--- src/rtl/host_fifo_pkg.sv ---
package host_fifo_pkg;
  localparam int DATA_W = 32;
  localparam logic [1:0] SEL_REQ  = 2'd0;
  localparam logic [1:0] SEL_RPL  = 2'd1;
  localparam logic [1:0] SEL_MASK = 2'd2;
  localparam logic [1:0] SEL_STAT = 2'd3;
  localparam int MASK_BIT = 3;
  localparam logic [DATA_W-1:0] EMPTY_CODE = '1;
endpackage

--- src/rtl/cmd_queue.sv ---
module cmd_queue #(
  parameter int W     = 32,
  parameter int DEPTH = 16,
  localparam int AW   = (DEPTH > 1) ? $clog2(DEPTH) : 1,
  localparam int CW   = $clog2(DEPTH + 1)
) (
  input  logic          clk,
  input  logic          rst,
  input  logic          push,
  input  logic [W-1:0]  din,
  input  logic          pop,
  output logic [W-1:0]  dout,
  output logic          empty,
  output logic          full,
  output logic [CW-1:0] count
);
  logic [W-1:0]  mem [DEPTH];
  logic [AW-1:0] wptr, rptr;
  logic          push_ok, pop_ok;

  assign empty   = (count == '0);
  assign full    = (count == CW'(DEPTH));
  assign push_ok = push && !full;
  assign pop_ok  = pop && !empty;
  assign dout    = mem[rptr];

  function automatic logic [AW-1:0] nxt(input logic [AW-1:0] p);
    return (p == AW'(DEPTH - 1)) ? '0 : p + 1'b1;
  endfunction

  always_ff @(posedge clk) begin
    if (push_ok) mem[wptr] <= din;
  end

  always_ff @(posedge clk) begin
    if (rst) begin
      wptr  <= '0;
      rptr  <= '0;
      count <= '0;
    end else begin
      if (push_ok) wptr <= nxt(wptr);
      if (pop_ok)  rptr <= nxt(rptr);
      case ({push_ok, pop_ok})
        2'b10:   count <= count + 1'b1;
        2'b01:   count <= count - 1'b1;
        default: count <= count;
      endcase
    end
  end
endmodule

--- src/rtl/host_fifo_port.sv ---
module host_fifo_port #(
  parameter int REQ_DEPTH = 16,
  parameter int RPL_DEPTH = 16,
  localparam int DW       = host_fifo_pkg::DATA_W,
  localparam int RQ_CW    = $clog2(REQ_DEPTH + 1),
  localparam int RP_CW    = $clog2(RPL_DEPTH + 1)
) (
  input  logic          clk,
  input  logic          rst,
  input  logic          host_wr_en,
  input  logic          host_rd_en,
  input  logic [3:0]    host_addr,
  input  logic [DW-1:0] host_wdata,
  output logic [DW-1:0] host_rdata,
  output logic          req_valid,
  output logic [DW-1:0] req_data,
  input  logic          req_ready,
  input  logic          rsp_valid,
  input  logic [DW-1:0] rsp_data,
  output logic          rsp_ready,
  output logic          irq
);
  import host_fifo_pkg::*;

  logic [1:0]       sel;
  logic             req_empty, req_full, rpl_empty, rpl_full;
  logic [RQ_CW-1:0] req_count;
  logic [RP_CW-1:0] rpl_count;
  logic [DW-1:0]    rpl_head;
  logic             mask_off, ovf_flag;
  logic             req_push, rpl_pop, rpl_push;
  logic [DW-1:0]    rd_mux;

  assign sel      = host_addr[3:2];
  assign req_push = host_wr_en && (sel == SEL_REQ);
  assign rpl_pop  = host_wr_en && (sel == SEL_RPL) && (host_wdata == '0);
  assign rpl_push = rsp_valid && !rpl_full;

  cmd_queue #(.W(DW), .DEPTH(REQ_DEPTH)) u_reqq (
    .clk(clk), .rst(rst), .push(req_push), .din(host_wdata),
    .pop(req_ready), .dout(req_data), .empty(req_empty),
    .full(req_full), .count(req_count)
  );

  cmd_queue #(.W(DW), .DEPTH(RPL_DEPTH)) u_rplq (
    .clk(clk), .rst(rst), .push(rpl_push), .din(rsp_data),
    .pop(rpl_pop), .dout(rpl_head), .empty(rpl_empty),
    .full(rpl_full), .count(rpl_count)
  );

  assign req_valid = !req_empty;
  assign rsp_ready = !rpl_full;

  always_comb begin
    case (sel)
      SEL_REQ:  rd_mux = DW'(REQ_DEPTH) - DW'(req_count);
      SEL_RPL:  rd_mux = rpl_empty ? EMPTY_CODE : rpl_head;
      SEL_MASK: rd_mux = DW'(mask_off) << MASK_BIT;
      default:  rd_mux = {{(DW-2){1'b0}}, ovf_flag, !rpl_empty};
    endcase
  end

  always_ff @(posedge clk) begin
    if (rst) begin
      host_rdata <= '0;
      mask_off   <= 1'b1;
      ovf_flag   <= 1'b0;
      irq        <= 1'b0;
    end else begin
      if (host_rd_en) host_rdata <= rd_mux;
      if (host_wr_en && sel == SEL_MASK) mask_off <= host_wdata[MASK_BIT];
      if (req_push && req_full) ovf_flag <= 1'b1;
      irq <= !rpl_empty && !mask_off;
    end
  end
endmodule

--- config.mk ---
export PLATFORM = sky130hd
export DESIGN_NAME = host_fifo_port
export DESIGN_NICKNAME = d
export VERILOG_FILES = /design/src/rtl/host_fifo_pkg.sv /design/src/rtl/cmd_queue.sv /design/src/rtl/host_fifo_port.sv
export SDC_FILE = /design/constraint.sdc
export NUM_CORES = 1
export LEC_CHECK = 0
export ABC_AREA = 0
export BUFFER_PORTS_ARGS = -buffer_cell sky130_fd_sc_hd__buf_2
export CORE_MARGIN = 4
export CORE_UTILIZATION = 25
export CTS_CLUSTER_SIZE = 30
export DETAILED_ROUTE_END_ITERATION = 8
export GPL_TIMING_DRIVEN = 1
export PLACE_DENSITY = 0.42
export SYNTH_ARGS = -nofsm -noshare
export SYNTH_HDL_FRONTEND = slang
export SYNTH_SLANG_ARGS = --single-unit
--- constraint.sdc ---
create_clock -name clk -period 5.75 [get_ports clk]
set_clock_uncertainty 0.15 [all_clocks]
set_input_delay 1.725 -clock clk [delete_from_list [all_inputs] [get_ports clk]]
set_output_delay 1.725 -clock clk [all_outputs]
set_load 0.05 [all_outputs]
Word-level counts from Yosys, hierarchy flattened
Memory sizes are Yosys's and may differ from the RTL's. A register that Yosys moved wholly into a read port is not among the register bits. Cells that the tools add are included.

Bits in registers: 61. Latch bits: 0. RAM bits: 1024. ROM bits: 0. Input port bits: 74. Output and inout port bits: 67. Word-level logic and storage cells: 71. Memories kept: 2.

Memory list: u_reqq.mem (words 16, width 32, rd ports 1, clocked after Yosys merged registers in 1, wr ports 1, line cmd_queue.sv:17) `logic [W-1:0] mem [DEPTH];`; u_rplq.mem (words 16, width 32, rd ports 1, clocked after Yosys merged registers in 1, wr ports 1, line cmd_queue.sv:17).

Add/subtract/negate cells: 9. $mul: 0. Divide/modulo/power cells: 0. $lt $le $gt $ge: 0. Equality and inequality tests: 12. Shift operators: 0. Multiplexer cells: 16. Bitwise logic cells: 0. Reductions and logical operators: 22.

Operators by type and width (number): 32-bit one-hot mux with 3 select lines (1); 32-bit logical NOT (1); 32-bit two-way mux (1); 4-bit two-way mux (8); 5-bit one-hot mux with 2 select lines (2); 4-bit by 1-bit adder with 4-bit output (second input constant) (4); 4-bit == test (second input constant) (4); 1-bit logical AND (11); 5-bit by 1-bit adder with 5-bit output (second input constant) (2); 5-bit == test (second input constant) (2); 5-bit logical NOT (2); 5-bit by 1-bit subtractor with 5-bit output (second input constant) (2); 2-bit by 1-bit == test with 1-bit output (second input constant) (3); 2-bit == test (second input constant) (3); 5-bit by 5-bit subtractor with 6-bit output (first input constant) (1); 1-bit logical NOT (5); 1-bit two-way mux (4); 2-bit nonzero test (2); 2-bit logical NOT (1).

Longest topological paths before layout
Gate-level depths: netlist of the first run.

Depth in word-level cells: 6. Depth in mapped cells: 14. Gate-level depth less buffers: 14.

Hierarchy
Synthesis of the first run repeated with hierarchy kept, for this count alone.

Cell total of the unflattened synthesis: 1908. Area, all modules: 42733.5 sq um.

Modules (own cells, without submodules): cmd_queue (instances 2, cells an instance 827, area an instance 20287.0 sq um, seq. area each 15715.1 sq um); host_fifo_port (instances 1, cells an instance 254, area an instance 2159.6 sq um, seq. area each 700.7 sq um).

Least setup slack after synthesis of the first run
No wires, ideal clock.

Path type: input to register. Start point: in host_addr[3]. End point: mem u_reqq.mem[3][0] (enable). Setup time: 461 ps. Data arrival time: 4865 ps. Required time: 5139 ps. Path slack: 274 ps. Cell stages on the path: 4. Buffers on the path: 1. Path through: clkbuf_1 nor4b_2 nand2_1 nor3_1.

Word-level cells in the longest chain between the ends: 5.

Ends and longest elaborated chain: from (decl) (line host_fifo_port.sv:12) `input logic [3:0] host_addr,`; 2-bit logical NOT (line host_fifo_port.sv:35) `assign req_push = host_wr_en && (sel == SEL_REQ);`; 1-bit logical AND (line host_fifo_port.sv:35); 1-bit logical AND (line cmd_queue.sv:23) `assign push_ok = push && !full;`; 1-bit two-way mux (line cmd_queue.sv:32) `if (push_ok) mem[wptr] <= din;`; 1-bit two-way mux (not written as such) (line cmd_queue.sv:32); to (decl) (line cmd_queue.sv:17).

No other way between the ends.

==> results of run 1 <==
[flip-flops by register name (all words and copies together), names as in the netlist, named ones only]
signal / cells
u_reqq.mem: 512
u_rplq.mem: 512
host_rdata: 32
u_reqq.count: 5
u_rplq.count: 5
u_reqq.rptr: 4
u_reqq.wptr: 4
u_rplq.rptr: 4
u_rplq.wptr: 4
irq: 1
mask_off: 1
ovf_flag: 1
[where the power goes]
part	total [W]	switching [W]	leakage, nW	internal, W
combinational	0.00203	0.00117	3.46	0.000866
clock	0.00743	0.00314	1.83	0.00429
sequential	0.00889	0.000107	9.80	0.00878
[logic make-up after synthesis]
kind of cell	Yosys count
flops	1093
mux	298
simple gates	187
compound gates	154
buf+inv	122
fa+ha+maj	22
xor+xnor	11
[per-stage QoR]
| stage | power (W) | cell area (sq um) |
|---|---|---|
| global placement | 0.0111 | 45600 |
| detailed placement | 0.0112 | 45600 |
| finish | 0.0183 | 49400 |
| global route | 0.0191 | 49400 |
| CTS | 0.0187 | 49400 |
| floorplan | 0.0105 | 41600 |
[worst paths after layout]
path	startpoint	endpoint	slack [ns]
worst max-delay path	flip-flop	req_data[30]	0.66
worst min-delay path	mask_off$_SDFFE_PP1P_	irq$_SDFF_PP0_	0.33
worst max register to register	u_reqq.count[0]$_SDFFE_PP0P_	u_reqq.count[4]$_SDFFE_PP0P_	1.77
worst min register to register	mask_off$_SDFFE_PP1P_	irq$_SDFF_PP0_	0.33
[layout by cell type (no fill, tap or decap), drive strengths merged, types with 4 or more instances in the layout]
| cell type | count |
|---|---|
| edfxtp | 1024 |
| mux4 | 291 |
| buf | 217 |
| clkbuf | 150 |
| nor2 | 72 |
| dfxtp | 69 |
| nand2 | 53 |
| a22oi | 47 |
| clkinv | 44 |
| a21oi | 33 |
| inv | 25 |
| ha | 21 |
| o22ai | 16 |
| a311oi | 13 |
| nor3 | 13 |
| nor4 | 11 |
| a222oi | 11 |
| bufinv | 11 |
| o21ai | 10 |
| xor2 | 9 |
| nand3 | 8 |
| nor2b | 8 |
| nand2b | 7 |
| diode | 6 |
| clkinvlp | 6 |
| mux2i | 5 |
| a21o | 5 |
| or4 | 4 |
[worst register-to-register path, delay by kind of cell, from the launching register on]
kind                     cells  cell delay [ns]
flip-flops                   1             0.46
adder cells (fa/ha/maj)      4             1.10
AO/OA/AOI/OAI                3             0.47
buffers and inverters        2             0.36
AND/OR/NAND/NOR              4             1.41
[layer usage]
metal | vias to the layer above | GRT usage [%] | part of all wire, %
li1 | 8462 | - | -
met1 | 10700 | 15.1 | 41
met2 | 468 | 22.3 | 52
met3 | 188 | 2.49 | 4.4
met4 | 10 | 3.20 | 2.5
met5 | - | 0 | 0.068
[area by class of cell]
cell class | instances | area, sq um
Timing Repair Buffer | 217 | 1460
Tap cell | 2189 | 2740
Inverter | 18 | 67.6
Sequential cell | 1093 | 32100
Clock buffer | 150 | 3090
Clock inverter | 68 | 701
Fill cell | 16200 | 116000
Multi-Input combinational cell | 672 | 9190
Antenna cell | 6 | 15.0
==> summary.txt, run 1 <==
DIE WIDTH - 416 microns
Starting density of the core - 25.2%
Critical path launch point type - flip-flop
Wire length reported by the detailed router - 109 mm
Biggest area consumer among synthesized cells - sky130_fd_sc_hd__edfxtp_1
Global-route wire length before repair - 155 mm
Post-synth EDFFs - 1024
Multiplexer share of the synthesized area - 15.9%
Fraction of final layout cells sized beyond drive strength 1 - 32.5%
Number of antenna violations at the first check in global routing - 22
Result of the run - finished clean
Reg2Reg Depth - 13
Pwr dens - 371 nW/um^2
Max-cap check violation count - 0
Tmin final - 5.09 ns
RSZ-0062 raised after global routing - no
Critical path fanouts, max - 39
Residual DRC count - 0
Pins Over Slew Limit - 0
Final core utilization - 29.9%
Crit-path leading delay family - multiplexers
Critical path data arrival time - 3.22 ns
Post-CTS setup buffers - 0
Share of the yosys chip area belonging to registers - 77.2%
Simple-gate portion of the synthesized area - 2.04%
Standard-cell row count - 149
Area Growth Syn to Fin - 18.7%
Area share of fa/ha/maj cells after synthesis - 0.679%
Crit share post-route - 88.6%
Data required time of the critical path - 3.88 ns
Drt first pass iters - 8
Combinational family with the most area after synthesis - multiplexers
Path class of the lowest-slack min-delay path - flip-flop to flip-flop
Root Buffer Master - sky130_fd_sc_hd__clkbuf_16
DRC violation total after the first TritonRoute iteration - 1596
Number of hold violations in the final report - 0
Deepest level of the CTS H-tree - 3
Reported leakage power - 15.1 nW
Final sum of negative setup slack - 0 ns
Count of hold buffers inserted by post-cts repair - 0
TritonCTS clock tree - built
Worst hold margin - 0.325 ns
Mean instance size in the synthesized netlist - 22.1 sq um
CP peak stage delay - 0.69 ns
Vert. Die Dim - 416 microns
Synth Area in Compound Gates - 2.62%
Share of the synthesized netlist area taken by xor and xnor gates - 0.231%
Most common cell on crit path - sky130_fd_sc_hd__mux4_2
#FFs+latches synth - 1093
Number of nets in the synthesized netlist - 1983
RePlAce Congestion - 0.702
Final instance count without filler cells - 4413
Commonest cells post-synth - sky130_fd_sc_hd__edfxtp_1 (1024), sky130_fd_sc_hd__mux4_2 (291), sky130_fd_sc_hd__nor2_1 (72), sky130_fd_sc_hd__dfxtp_1 (69), sky130_fd_sc_hd__clkbuf_1 (57)
Layout net count - 2213
Count of warnings emitted by yosys - 0
Placed cell count - 4189
Main synth FF type - sky130_fd_sc_hd__edfxtp_1
DIE AREA - 173000 sq um
Final setup fails - 0
Count of antenna-violating nets left after detailed routing - 0
Leftover overflow at the end of global routing - 0
Post-detailed-route via-to-cell ratio - 4.49
Highest achievable clock rate - 0.196 GHz
Placeable core area - 165000 sq um
Setup Crit Path Kind - flip-flop to output port
TritonCTS buffer count - 115
Number of library cell types mapped by synthesis - 53
Worst slack at placement - 0.322 ns
Sink Count - 1093
Fraction of post-synthesis cell area in the top cell type by area - 73.9%
Share of async-settable or async-resettable flops after synthesis - 0%
Number of cells on the critical path - 4
Post-CTS clock slew at the launch and capture registers of the worst setup and hold paths - 0.06 ns
Hold Path Depth - 1
Number of global-route vias before repair - 21400
Combined area of all synthesized cells - 41600 sq um
Drt wl/cell - 24.6 microns
Insertion delay to the later sink of the worst-skew pair - 0.73 ns
Leading post-synthesis cells by cell area - sky130_fd_sc_hd__edfxtp_1 (74%), sky130_fd_sc_hd__mux4_2 (16%), sky130_fd_sc_hd__dfxtp_1 (3.3%)
Detailed Place HPWL - 62.6 mm
Transition at the pin with the smallest max-transition slack - 1.11 ns
Port-buffer cells - 138
Peak supply drop - 0.245 mV
Number of gates resized after cts - 0
Crit path cell chain - buf_12 > mux4_2 > mux4_2 > buf_2
Dominant cell by count in the synthesized netlist - sky130_fd_sc_hd__edfxtp_1
Setup crit end kind - output port
Bufs and invs on worst path - 2
Crit-path slowest cell - sky130_fd_sc_hd__dfxtp_4
Minimum setup slack in the final design - 0.657 ns
Top-level port count - 141
Worst slew slack as a fraction of its limit - 25.9%
Via total after detailed routing - 19800
Largest buffer count on any clock path - 3
Pin count of the biggest net entering global routing - 50
Aggregate global-route resource usage - 12.4%
Number of standard cells after synthesis - 1887
Power figures use the tool's default switching activity.
==> run 2: changes to the inputs <==
==> constraint.sdc (replaced) <==
create_clock -name clk -period 5.9 [get_ports clk]
set_clock_uncertainty 0.15 [all_clocks]
set_input_delay 1.77 -clock clk [delete_from_list [all_inputs] [get_ports clk]]
set_output_delay 1.77 -clock clk [all_outputs]
set_load 0.05 [all_outputs]
==> summary.txt, run 2 (synthesized netlist as in run 1, its figures left out) <==
Crit-path slowest cell - sky130_fd_sc_hd__dfxtp_4
Final setup fails - 0
Final sum of negative setup slack - 0 ns
Total of fill cells in the finished design - 16100
Drt first pass iters - 7
Biggest registers after layout - u_reqq.mem x512, u_rplq.mem x512, host_rdata x32
RSZ-0062 raised after global routing - no
Post-detailed-route via-to-cell ratio - 4.48
Highest achievable clock rate - 0.197 GHz
Worst slew slack as a fraction of its limit - 28.4%
Highest-count cells in the layout ignoring fill and taps - sky130_fd_sc_hd__edfxtp_1 (1024), sky130_fd_sc_hd__mux4_2 (291), sky130_fd_sc_hd__buf_2 (138)
Post-CTS clock slew at the launch and capture registers of the worst setup and hold paths - 0.06 ns
Wire length reported by the detailed router - 109 mm
Path class of the lowest-slack min-delay path - flip-flop to flip-flop
Number of gates resized after cts - 0
DIE WIDTH - 416 microns
Via total after detailed routing - 19700
CP peak stage delay - 0.62 ns
Detailed Place HPWL - 61.0 mm
Placeable core area - 165000 sq um
Largest buffer count on any clock path - 3
TritonCTS clock tree - built
Global-route wire length before repair - 156 mm
Pwr dens - 362 nW/um^2
DRC violation total after the first TritonRoute iteration - 1722
Post-CTS setup buffers - 0
Most common cell on crit path - sky130_fd_sc_hd__mux4_2
Crit share post-route - 86.1%
Pins Over Slew Limit - 0
Count of hold buffers inserted by post-cts repair - 0
Root Buffer Master - sky130_fd_sc_hd__clkbuf_16
Critical path fanouts, max - 46
Number of antenna violations at the first check in global routing - 25
Peak supply drop - 0.267 mV
RePlAce Congestion - 0.703
Critical path data arrival time - 3.16 ns
Pin count of the biggest net entering global routing - 70
Crit path cell chain - buf_12 > mux4_2 > mux4_2 > buf_2
Number of global-route vias before repair - 21300
Fraction of final layout cells sized beyond drive strength 1 - 32.4%
Max-cap check violation count - 0
Leading cell type in the layout, fill and taps excluded - sky130_fd_sc_hd__edfxtp_1
Setup crit end kind - output port
Insertion delay to the later sink of the worst-skew pair - 0.73 ns
Top-level port count - 141
Area Growth Syn to Fin - 18.6%
Aggregate global-route resource usage - 12.5%
Starting density of the core - 25.2%
Reported leakage power - 15.1 nW
DIE AREA - 173000 sq um
Result of the run - finished clean
TritonCTS buffer count - 113
Deepest level of the CTS H-tree - 3
Vert. Die Dim - 416 microns
Total power after layout - 0.0179 W
Count of antenna-violating nets left after detailed routing - 0
Residual DRC count - 0
Drt wl/cell - 24.8 microns
Leftover overflow at the end of global routing - 0
Transition at the pin with the smallest max-transition slack - 1.07 ns
Critical path launch point type - flip-flop
Tmin final - 5.08 ns
Standard-cell row count - 149
Setup Crit Path Kind - flip-flop to output port
Sink Count - 1093
Number of hold violations in the final report - 0
Layout net count - 2197
Port-buffer cells - 138
Data required time of the critical path - 3.98 ns
[run 2: cell count changes in the layout (fill, tap and decap cells not counted), sizes merged]
cell,change
bufinv,+2
buf,-14
clkbuf,-12
clkinvlp,-4
clkinv,+6
diode,+3
[run 2: worst max-delay path: cells and delay by family (launching register included)]
family	cells	cell delay, ns
multiplexers	2	1.09
buffers and inverters	2	0.63
flip-flops	1	0.62
[run 2: routing by layer]
metal	GRT usage (%)	share of wire (%)	vias to the layer above
li1	-	-	8446
met1	14.7	39	10600
met2	23.3	54	421
met3	2.37	3.8	185
met4	3.20	2.4	8
met5	0	0.050	-
[run 2: report_power, final]
group	total [W]	switching (W)	internal, W	leakage [nW]
logic	0.00197	0.00113	0.000845	3.40
clock network	0.00724	0.00306	0.00417	1.86
registers	0.00866	0.0000969	0.00856	9.80
total	0.0179	0.00429	0.0136	15.1
[run 2: final cells by class]
class                   count  area, sq um  share of cell area, %
inverters                  18         67.6                  0.137
repair buffers            203         1420                   2.87
well taps                2189         2740                   5.55
flip-flops and latches   1093        32100                   65.1
multi-input cells         672         9190                   18.6
clock inverters            72          811                   1.64
clock buffers             138         2970                   6.02
diodes                      9         22.5                 0.0456
[run 2: path summary, 6_finish.rpt]
check        cells after the start                    startpoint  slack [ns]                            to
max                              4                     flip-flop        0.82                  req_data[19]
min                              1         mask_off$_SDFFE_PP1P_        0.33                irq$_SDFF_PP0_
max reg2reg                     13  u_reqq.count[0]$_SDFFE_PP0P_        1.85  u_reqq.count[4]$_SDFFE_PP0P_
min reg2reg                      1         mask_off$_SDFFE_PP1P_        0.33                irq$_SDFF_PP0_
[run 2: metrics by stage]
| stage | hold WS [ns] | util, % | setup WS (ns) | cells | instance area [sq um] |
|---|---|---|---|---|---|
| after detailed placement | 0.319 | 27.6 | 0.493 | 4175 | 45600 |
| final | 0.334 | 29.9 | 0.820 | 4394 | 49400 |
| after global routing | 0.360 | 29.9 | 0.609 | 4385 | 49300 |
| after global placement | 0.307 | 27.6 | 0.568 | 4175 | 45600 |
| after floorplan | 0.276 | - | 0.379 | 1887 | 41600 |
| after CTS | 0.329 | 29.9 | 0.677 | 4385 | 49300 |
